## src/rtl/lsu_pkg.sv

```systemverilog
package lsu_pkg;
  typedef enum logic [1:0] {
    SZ_BYTE   = 2'b00,
    SZ_HALF   = 2'b01,
    SZ_WORD   = 2'b10,
    SZ_DOUBLE = 2'b11
  } size_e;

  localparam int unsigned LANE_W = 3;
endpackage

```

## src/rtl/lsu_addr_gen.sv

```systemverilog
module lsu_addr_gen #(
  parameter int unsigned ADDR_W = 64,
  parameter int unsigned DISP_W = 16
) (
  input  logic [ADDR_W-1:0] base_val,
  input  logic [DISP_W-1:0] disp,
  output logic [ADDR_W-1:0] addr
);
  localparam int unsigned EXT_W = ADDR_W - DISP_W;

  logic [ADDR_W-1:0] disp_ext;

  always_comb begin
    disp_ext = {{EXT_W{disp[DISP_W-1]}}, disp};
    addr     = base_val + disp_ext;
  end
endmodule

```

## src/rtl/lsu_align_check.sv

```systemverilog
module lsu_align_check
  import lsu_pkg::*;
(
  input  logic [LANE_W-1:0] lane,
  input  size_e             size,
  output logic              misaligned
);
  logic [LANE_W-1:0] low_mask;

  always_comb begin
    unique case (size)
      SZ_BYTE:   low_mask = 3'b000;
      SZ_HALF:   low_mask = 3'b001;
      SZ_WORD:   low_mask = 3'b011;
      default:   low_mask = 3'b111;
    endcase
    misaligned = |(lane & low_mask);
  end
endmodule

```

## src/rtl/lsu_lane_extract.sv

```systemverilog
module lsu_lane_extract
  import lsu_pkg::*;
#(
  parameter int unsigned DATA_W = 64
) (
  input  logic [DATA_W-1:0] rdata,
  input  logic [LANE_W-1:0] lane,
  input  size_e             size,
  input  logic              is_signed,
  output logic [DATA_W-1:0] value
);
  localparam int unsigned SHW = LANE_W + 3;

  logic [DATA_W-1:0] shifted;
  logic [SHW-1:0]    shamt;
  logic              fill;

  always_comb begin
    shamt   = {lane, 3'b000};
    shifted = rdata >> shamt;
    fill    = 1'b0;
    unique case (size)
      SZ_BYTE: begin
        fill  = is_signed & shifted[7];
        value = {{(DATA_W-8){fill}}, shifted[7:0]};
      end
      SZ_HALF: begin
        fill  = is_signed & shifted[15];
        value = {{(DATA_W-16){fill}}, shifted[15:0]};
      end
      SZ_WORD: begin
        fill  = is_signed & shifted[31];
        value = {{(DATA_W-32){fill}}, shifted[31:0]};
      end
      default: value = shifted;
    endcase
  end
endmodule

```

## src/rtl/load_align_unit.sv

```systemverilog
module load_align_unit
  import lsu_pkg::*;
#(
  parameter int unsigned DATA_W = 64,
  parameter int unsigned DISP_W = 16
) (
  input  logic              clk,
  input  logic              rst,
  input  logic              req_valid,
  input  logic [DATA_W-1:0] base_val,
  input  logic [DISP_W-1:0] disp,
  input  logic [1:0]        size_code,
  input  logic              is_signed,
  input  logic [DATA_W-1:0] mem_rdata,
  output logic              res_valid,
  output logic [DATA_W-1:0] eff_addr,
  output logic              misalign,
  output logic [DATA_W-1:0] result
);
  size_e             size;
  logic [DATA_W-1:0] addr_c;
  logic              mis_c;
  logic [DATA_W-1:0] value_c;

  assign size = size_e'(size_code);

  lsu_addr_gen #(.ADDR_W(DATA_W), .DISP_W(DISP_W)) u_agen (
    .base_val (base_val),
    .disp     (disp),
    .addr     (addr_c)
  );

  lsu_align_check u_align (
    .lane       (addr_c[LANE_W-1:0]),
    .size       (size),
    .misaligned (mis_c)
  );

  lsu_lane_extract #(.DATA_W(DATA_W)) u_extract (
    .rdata     (mem_rdata),
    .lane      (addr_c[LANE_W-1:0]),
    .size      (size),
    .is_signed (is_signed),
    .value     (value_c)
  );

  always_ff @(posedge clk) begin
    if (rst) begin
      res_valid <= 1'b0;
      eff_addr  <= '0;
      misalign  <= 1'b0;
      result    <= '0;
    end else begin
      res_valid <= req_valid;
      eff_addr  <= req_valid ? addr_c : '0;
      misalign  <= req_valid & mis_c;
      result    <= (req_valid && !mis_c) ? value_c : '0;
    end
  end

  AST_VALID_LATENCY: assert property (@(posedge clk) disable iff (rst)
    !$past(rst) |-> (res_valid == $past(req_valid)));

  AST_FAULT_ZEROES: assert property (@(posedge clk) disable iff (rst)
    misalign |-> (result == '0));

  AST_FAULT_HAS_VALID: assert property (@(posedge clk) disable iff (rst)
    misalign |-> res_valid);

  AST_BYTE_NO_FAULT: assert property (@(posedge clk) disable iff (rst)
    (!$past(rst) && $past(req_valid && size_code == 2'b00)) |-> !misalign);

  AST_DOUBLE_PASS: assert property (@(posedge clk) disable iff (rst)
    (!$past(rst) && $past(req_valid && size_code == 2'b11) && !misalign)
      |-> (result == $past(mem_rdata)));

  AST_BYTE_ZERO_FILL: assert property (@(posedge clk) disable iff (rst)
    (!$past(rst) && $past(req_valid && !is_signed && size_code == 2'b00))
      |-> (result[DATA_W-1:8] == '0));
endmodule

```

## config.mk

```make
export PLATFORM = sky130hd
export DESIGN_NAME = load_align_unit
export DESIGN_NICKNAME = d
export VERILOG_FILES = /design/src/rtl/lsu_pkg.sv /design/src/rtl/lsu_addr_gen.sv /design/src/rtl/lsu_align_check.sv /design/src/rtl/lsu_lane_extract.sv /design/src/rtl/load_align_unit.sv
export SDC_FILE = /design/constraint.sdc
export NUM_CORES = 1
export LEC_CHECK = 0
export ABC_CLOCK_PERIOD_IN_PS = 4100
export CORE_MARGIN = 4
export CORE_UTILIZATION = 45
export CTS_CLUSTER_DIAMETER = 120
export DETAILED_ROUTE_END_ITERATION = 16
export DONT_BUFFER_PORTS = 1
export GPL_ROUTABILITY_DRIVEN = 0
export HOLD_SLACK_MARGIN = 0.02
export PLACE_DENSITY_LB_ADDON = 0.25
export SYNTH_ARGS = -nofsm -noshare
export SYNTH_HDL_FRONTEND = slang
export SYNTH_HIERARCHICAL = 1
export SYNTH_SLANG_ARGS = --single-unit
```

## constraint.sdc

```tcl
create_clock -name clk -period 4.1 [get_ports clk]
set_input_delay 0.615 -clock clk [delete_from_list [all_inputs] [get_ports clk]]
set_output_delay 0.615 -clock clk [all_outputs]
set_load 0.005 [all_outputs]
```

=== Word level (Yosys, flattened, before mapping) ===
Cells that the tools add are included.

* Reductions and logical operators: 6
* Add/subtract/negate cells: 1
* Bitwise logic cells: 7
* Mux-type cells: 2
* Shifts and indexed selects: 1
* Equal/unequal tests: 2

{| class="wikitable"
|+ Operators with widths
! operator !! number
|-
| one-hot mux 64 bit (3 select lines) || 1
|-
| adder 64 bit || 1
|-
| >> shifter 64 x 6 -> 64 bit || 1
|-
| one-hot mux 3 bit (3 select lines) || 1
|-
| bitwise AND 1 bit || 4
|-
| OR reduction 2 bit || 2
|-
| bitwise AND 3 bit || 1
|-
| OR reduction 3 bit || 1
|-
| == test 2 x 1 -> 1 bit, second input constant || 1
|-
| == test 2 bit, second input constant || 1
|-
| zero test 2 bit || 1
|-
| NOT 1 bit || 2
|-
| logical AND 1 bit || 1
|-
| zero test 1 bit || 1
|}

* Bits of input ports: 150
* Flip-flop bits (word level): 130
* Output and inout bits: 130

=== Depth between registers and ports, before layout ===
* Depth after elaboration: 8
* Gate-level depth with buffers: 12

=== Cells and area by module ===
Netlist, hierarchy kept.

{| class="wikitable"
|+ Modules (own cells, without submodules)
! module !! area each (µm²) !! cells an instance !! times used
|-
| load_align_unit || 4201.5 || 295 || 1
|-
| lsu_addr_gen || 3922.5 || 554 || 1
|-
| lsu_lane_extract || 2272.2 || 261 || 1
|-
| lsu_align_check || 18.8 || 4 || 1
|}

=== Worst setup path after synthesis ===
Ideal clock, no wire load.

* Kind: input to register
* Start: input base_val[0]
* End: register eff_addr[60]
* Setup slack: 0.797 ns
* Data arrival time: 3.188 ns
* Stages: 12
* Setup time: 0.116 ns
* Path through: ha_1 > fa_1 > a21o_1 > a311oi_2 > o21ai_2 > o211ai_2 > a211oi_2 > o31ai_4 > o31ai_1 > or3b_1 > and3_1 > and3b_1

* Cells in the longest elaborated chain, start to end: 1

{| class="wikitable"
|+ Ends and longest elaborated chain
! what !! RTL line !! text
|-
| start, declared || load_align_unit.sv:10 || <nowiki>input logic [DATA_W-1:0] base_val,</nowiki>
|-
| adder 64 bit || lsu_addr_gen.sv:15 || <nowiki>addr = base_val + disp_ext;</nowiki>
|-
| named net addr_c[60] || load_align_unit.sv:21 || <nowiki>logic [DATA_W-1:0] addr_c;</nowiki>
|-
| end signal, assigned || load_align_unit.sv:55 || <nowiki>eff_addr <= req_valid ? addr_c : '0;</nowiki>
|-
| end, declared || load_align_unit.sv:16 || <nowiki>output logic [DATA_W-1:0] eff_addr,</nowiki>
|}

The timed path passes the listed nets, and every way through them passes these cells.
A chain may end at the register's enable or synchronous reset.

=== Final worst setup path ===
* Start: input base_val[0]
* End: register eff_addr[54]

Same word-level chain as after synthesis.

==> flow_metrics.py <==
metrics = {
    "finish": {
        "fin_nets": 1264,
        "final_util_pct": 48.1,
        "syn_to_final_growth_pct": 4.83,
        "diodes": 0,
        "final_cell_area_sq_um": 10900,
        "drive_above_1_share_pct": 15.2,
    },
    "timing": {
        "grt_setup_unrepaired": "false",
        "max_freq_mhz": 325,
        "hold_viol_final": 0,
        "tightest_slew_ps": 764,
        "setup_viol": 0,
        "drv_slew": 0,
        "period_needed_ps": 3080,
        "maxSlewHeadroom_pct": 49.0,
        "fin_ws_ps": 1020,
        "min_period_over_period_pct": 75.1,
        "setup-tns-final_ps": 0,
    },
    "drt": {
        "wl_um": 31600,
        "ant_nets": 0,
        "first_pass_iters": 5,
        "avgRoutedWirePerCell_um": 23.5,
        "drc": 0,
        "vias_per_cell": 6.42,
        "drtIter0Drc": 598,
        "vias": 8657,
    },
    "synth": {
        "syn_area_sq_um": 10400,
        "yosysWarnings": 6,
        "synth_seq_area_share_pct": 25.0,
        "synth_top_area_share_pct": 25.0,
        "async_flop_share_pct": 0,
        "syn_area_per_cell_sq_um": 9.35,
        "synth_cell_types": 89,
        "yosysMostFrequentCell": "dfxtp_1",
        "ys_top_cells_by_count": "dfxtp_1, nand2_1, a21oi_1",
        "synth_seq_cells": 130,
        "syn-num-nets": 1328,
        "synth_cells": 1114,
        "synthFlopType": "dfxtp_1",
        "synthTopCellsByArea": "dfxtp_1, ha_1, mux4_2, and3b_1, and4bb_2",
        "synth-edff-count": 0,
        "yosysTopAreaCell": "dfxtp_1",
    },
    "pwr": {
        "combPwrFrac_pct": 29.3,
        "switching_share_pct": 32.4,
        "fin_total_pwr_uw": 4380,
        "p_switching_uw": 1420,
        "power_frac_clock_pct": 38.9,
        "p_leak_uw": 0.00466,
        "p_seq_share_pct": 31.8,
        "powerDensity_nw_per_um2": 401,
        "p_int_uw": 2960,
        "vdd_ir_drop_max_mv": 0.249,
    },
    "global_routing": {
        "grt_max_degree": 131,
        "gr-usage-all-layers_pct": 23.6,
        "grt_pass1_wl_um": 48700,
        "antenna_found_initial": 0,
        "overflow": 0,
        "first_global_vias": 8438,
    },
    "floorplan": {
        "rows": 55,
        "core_sq_um": 22700,
        "die_x_um": 160,
        "die_h_um": 160,
        "initial_utilization_pct": 45.9,
        "die-area_sq_um": 25600,
        "num_io_pins": 280,
    },
    "critical_path": {
        "worstSetupEndpointType": "flip-flop",
        "crit_type": "primary input to flip-flop",
        "crit_arrival_ps": 3460,
        "cp.required_ps": 4480,
        "cp-startpoint": "base_val[0]",
        "cp-start-kind": "primary input",
        "critPathMaxFanout": 6,
    },
    "placed_design": {
        "dp_slack_ps": 629,
        "place_area_sq_um": 10300,
        "io_buffers": 0,
        "dp_hpwl_um": 23100,
    },
    "clocking": {
        "cts_setup_buffers": 0,
        "root_buffer": "clkbuf_16",
        "cts_buffers": 17,
        "clk_path_buf_depth": 2,
        "cts_resized": 0,
        "cts_htree_levels": 4,
        "clock-sinks": 130,
        "cts_hold_buf": 0,
        "cts_tree": "built",
        "path_clk_slew_ps": 60,
    },
    "min_path": {
        "worst_hold_path_type": "primary input to flip-flop",
        "holdPathStages": 1,
        "worstHoldStart": "rst",
    },
    "status": {
        "outcome": "finished clean",
    },
    "run": {
        "drv_cap": 0,
    },
}
==> sequential cells by signal (all words and copies together), names as in the netlist <==
register,cells
result,64
res_valid,1
eff_addr,64
misalign,1
==> layout make-up <==
cell class | count | area (sq um)
fill | 2141 | 11800
sequential | 130 | 2600
tap | 285 | 357
inverter | 18 | 67.6
multi-input combinational | 874 | 7130
clock buffer | 17 | 425
timing repair buffer | 9 | 118
clock inverter | 15 | 218
==> per-layer routing <==
layer	track usage, %	vias up	routed length (um)
li1	-	4108	-
met1	28.9	4172	13000
met2	39.2	326	15200
met3	7.46	51	2560
met4	8.56	0	914
met5	0	-	0
==> power groups by stage <==
stage | clock [uW] | combinational [uW] | sequential (uW)
3_5_place_dp | 0 | 1260 | 1420
5_1_grt | 1780 | 1400 | 1400
3_3_place_gp | 0 | 1260 | 1430
2_1_floorplan | 0 | 1080 | 1400
4_1_cts | 1740 | 1270 | 1400
6_report | 1700 | 1290 | 1390
==> cell usage in the layout (no fill, tap or decap), drive strengths merged, types with 32 or more instances in the layout <==
cell type  count
dfxtp        130
nand2         94
a21oi         82
and3b         67
ha            63
o21ai         60
and4bb        46
mux2i         46
nand4         44
xnor2         40
nor2          32
==> metrics by stage <==
| step | hold WS (ps) | cells |
|---|---|---|
| 3_3_place_gp | 711 | 1316 |
| 4_1_cts | 246 | 1348 |
| 2_1_floorplan | 899 | 1114 |
| 6_report | 325 | 1348 |
| 5_1_grt | 305 | 1348 |
| 3_5_place_dp | 710 | 1316 |
==> cells by family after synthesis <==
logic type / after synthesis / share of synthesized area (%)
xor gates and xnor gates: 60 / 5.05
DFF: 130 / 25.0
AOI/OAI and AO/OA: 271 / 17.4
and+or+nand+nor: 397 / 26.6
buffers and inverters: 110 / 6.98
adders and majority gates: 64 / 7.76
muxes: 82 / 11.2
==> worst max-delay path: stages <==
cell	delay, ps
ha_4	140
fa_2	390
a21o_1	230
a311oi_2	300
o21ai_2	170
o2111ai_1	410
a31oi_1	170
a21oi_2	280
o211ai_2	190
a21oi_1	230
xnor2_1	150
and3b_1	170
==> final timing paths <==
path | end | slack, ps
worst max-delay path | eff_addr[54] | 1020
worst min-delay path | result[25] | 330
Power figures use the tool's default switching activity.
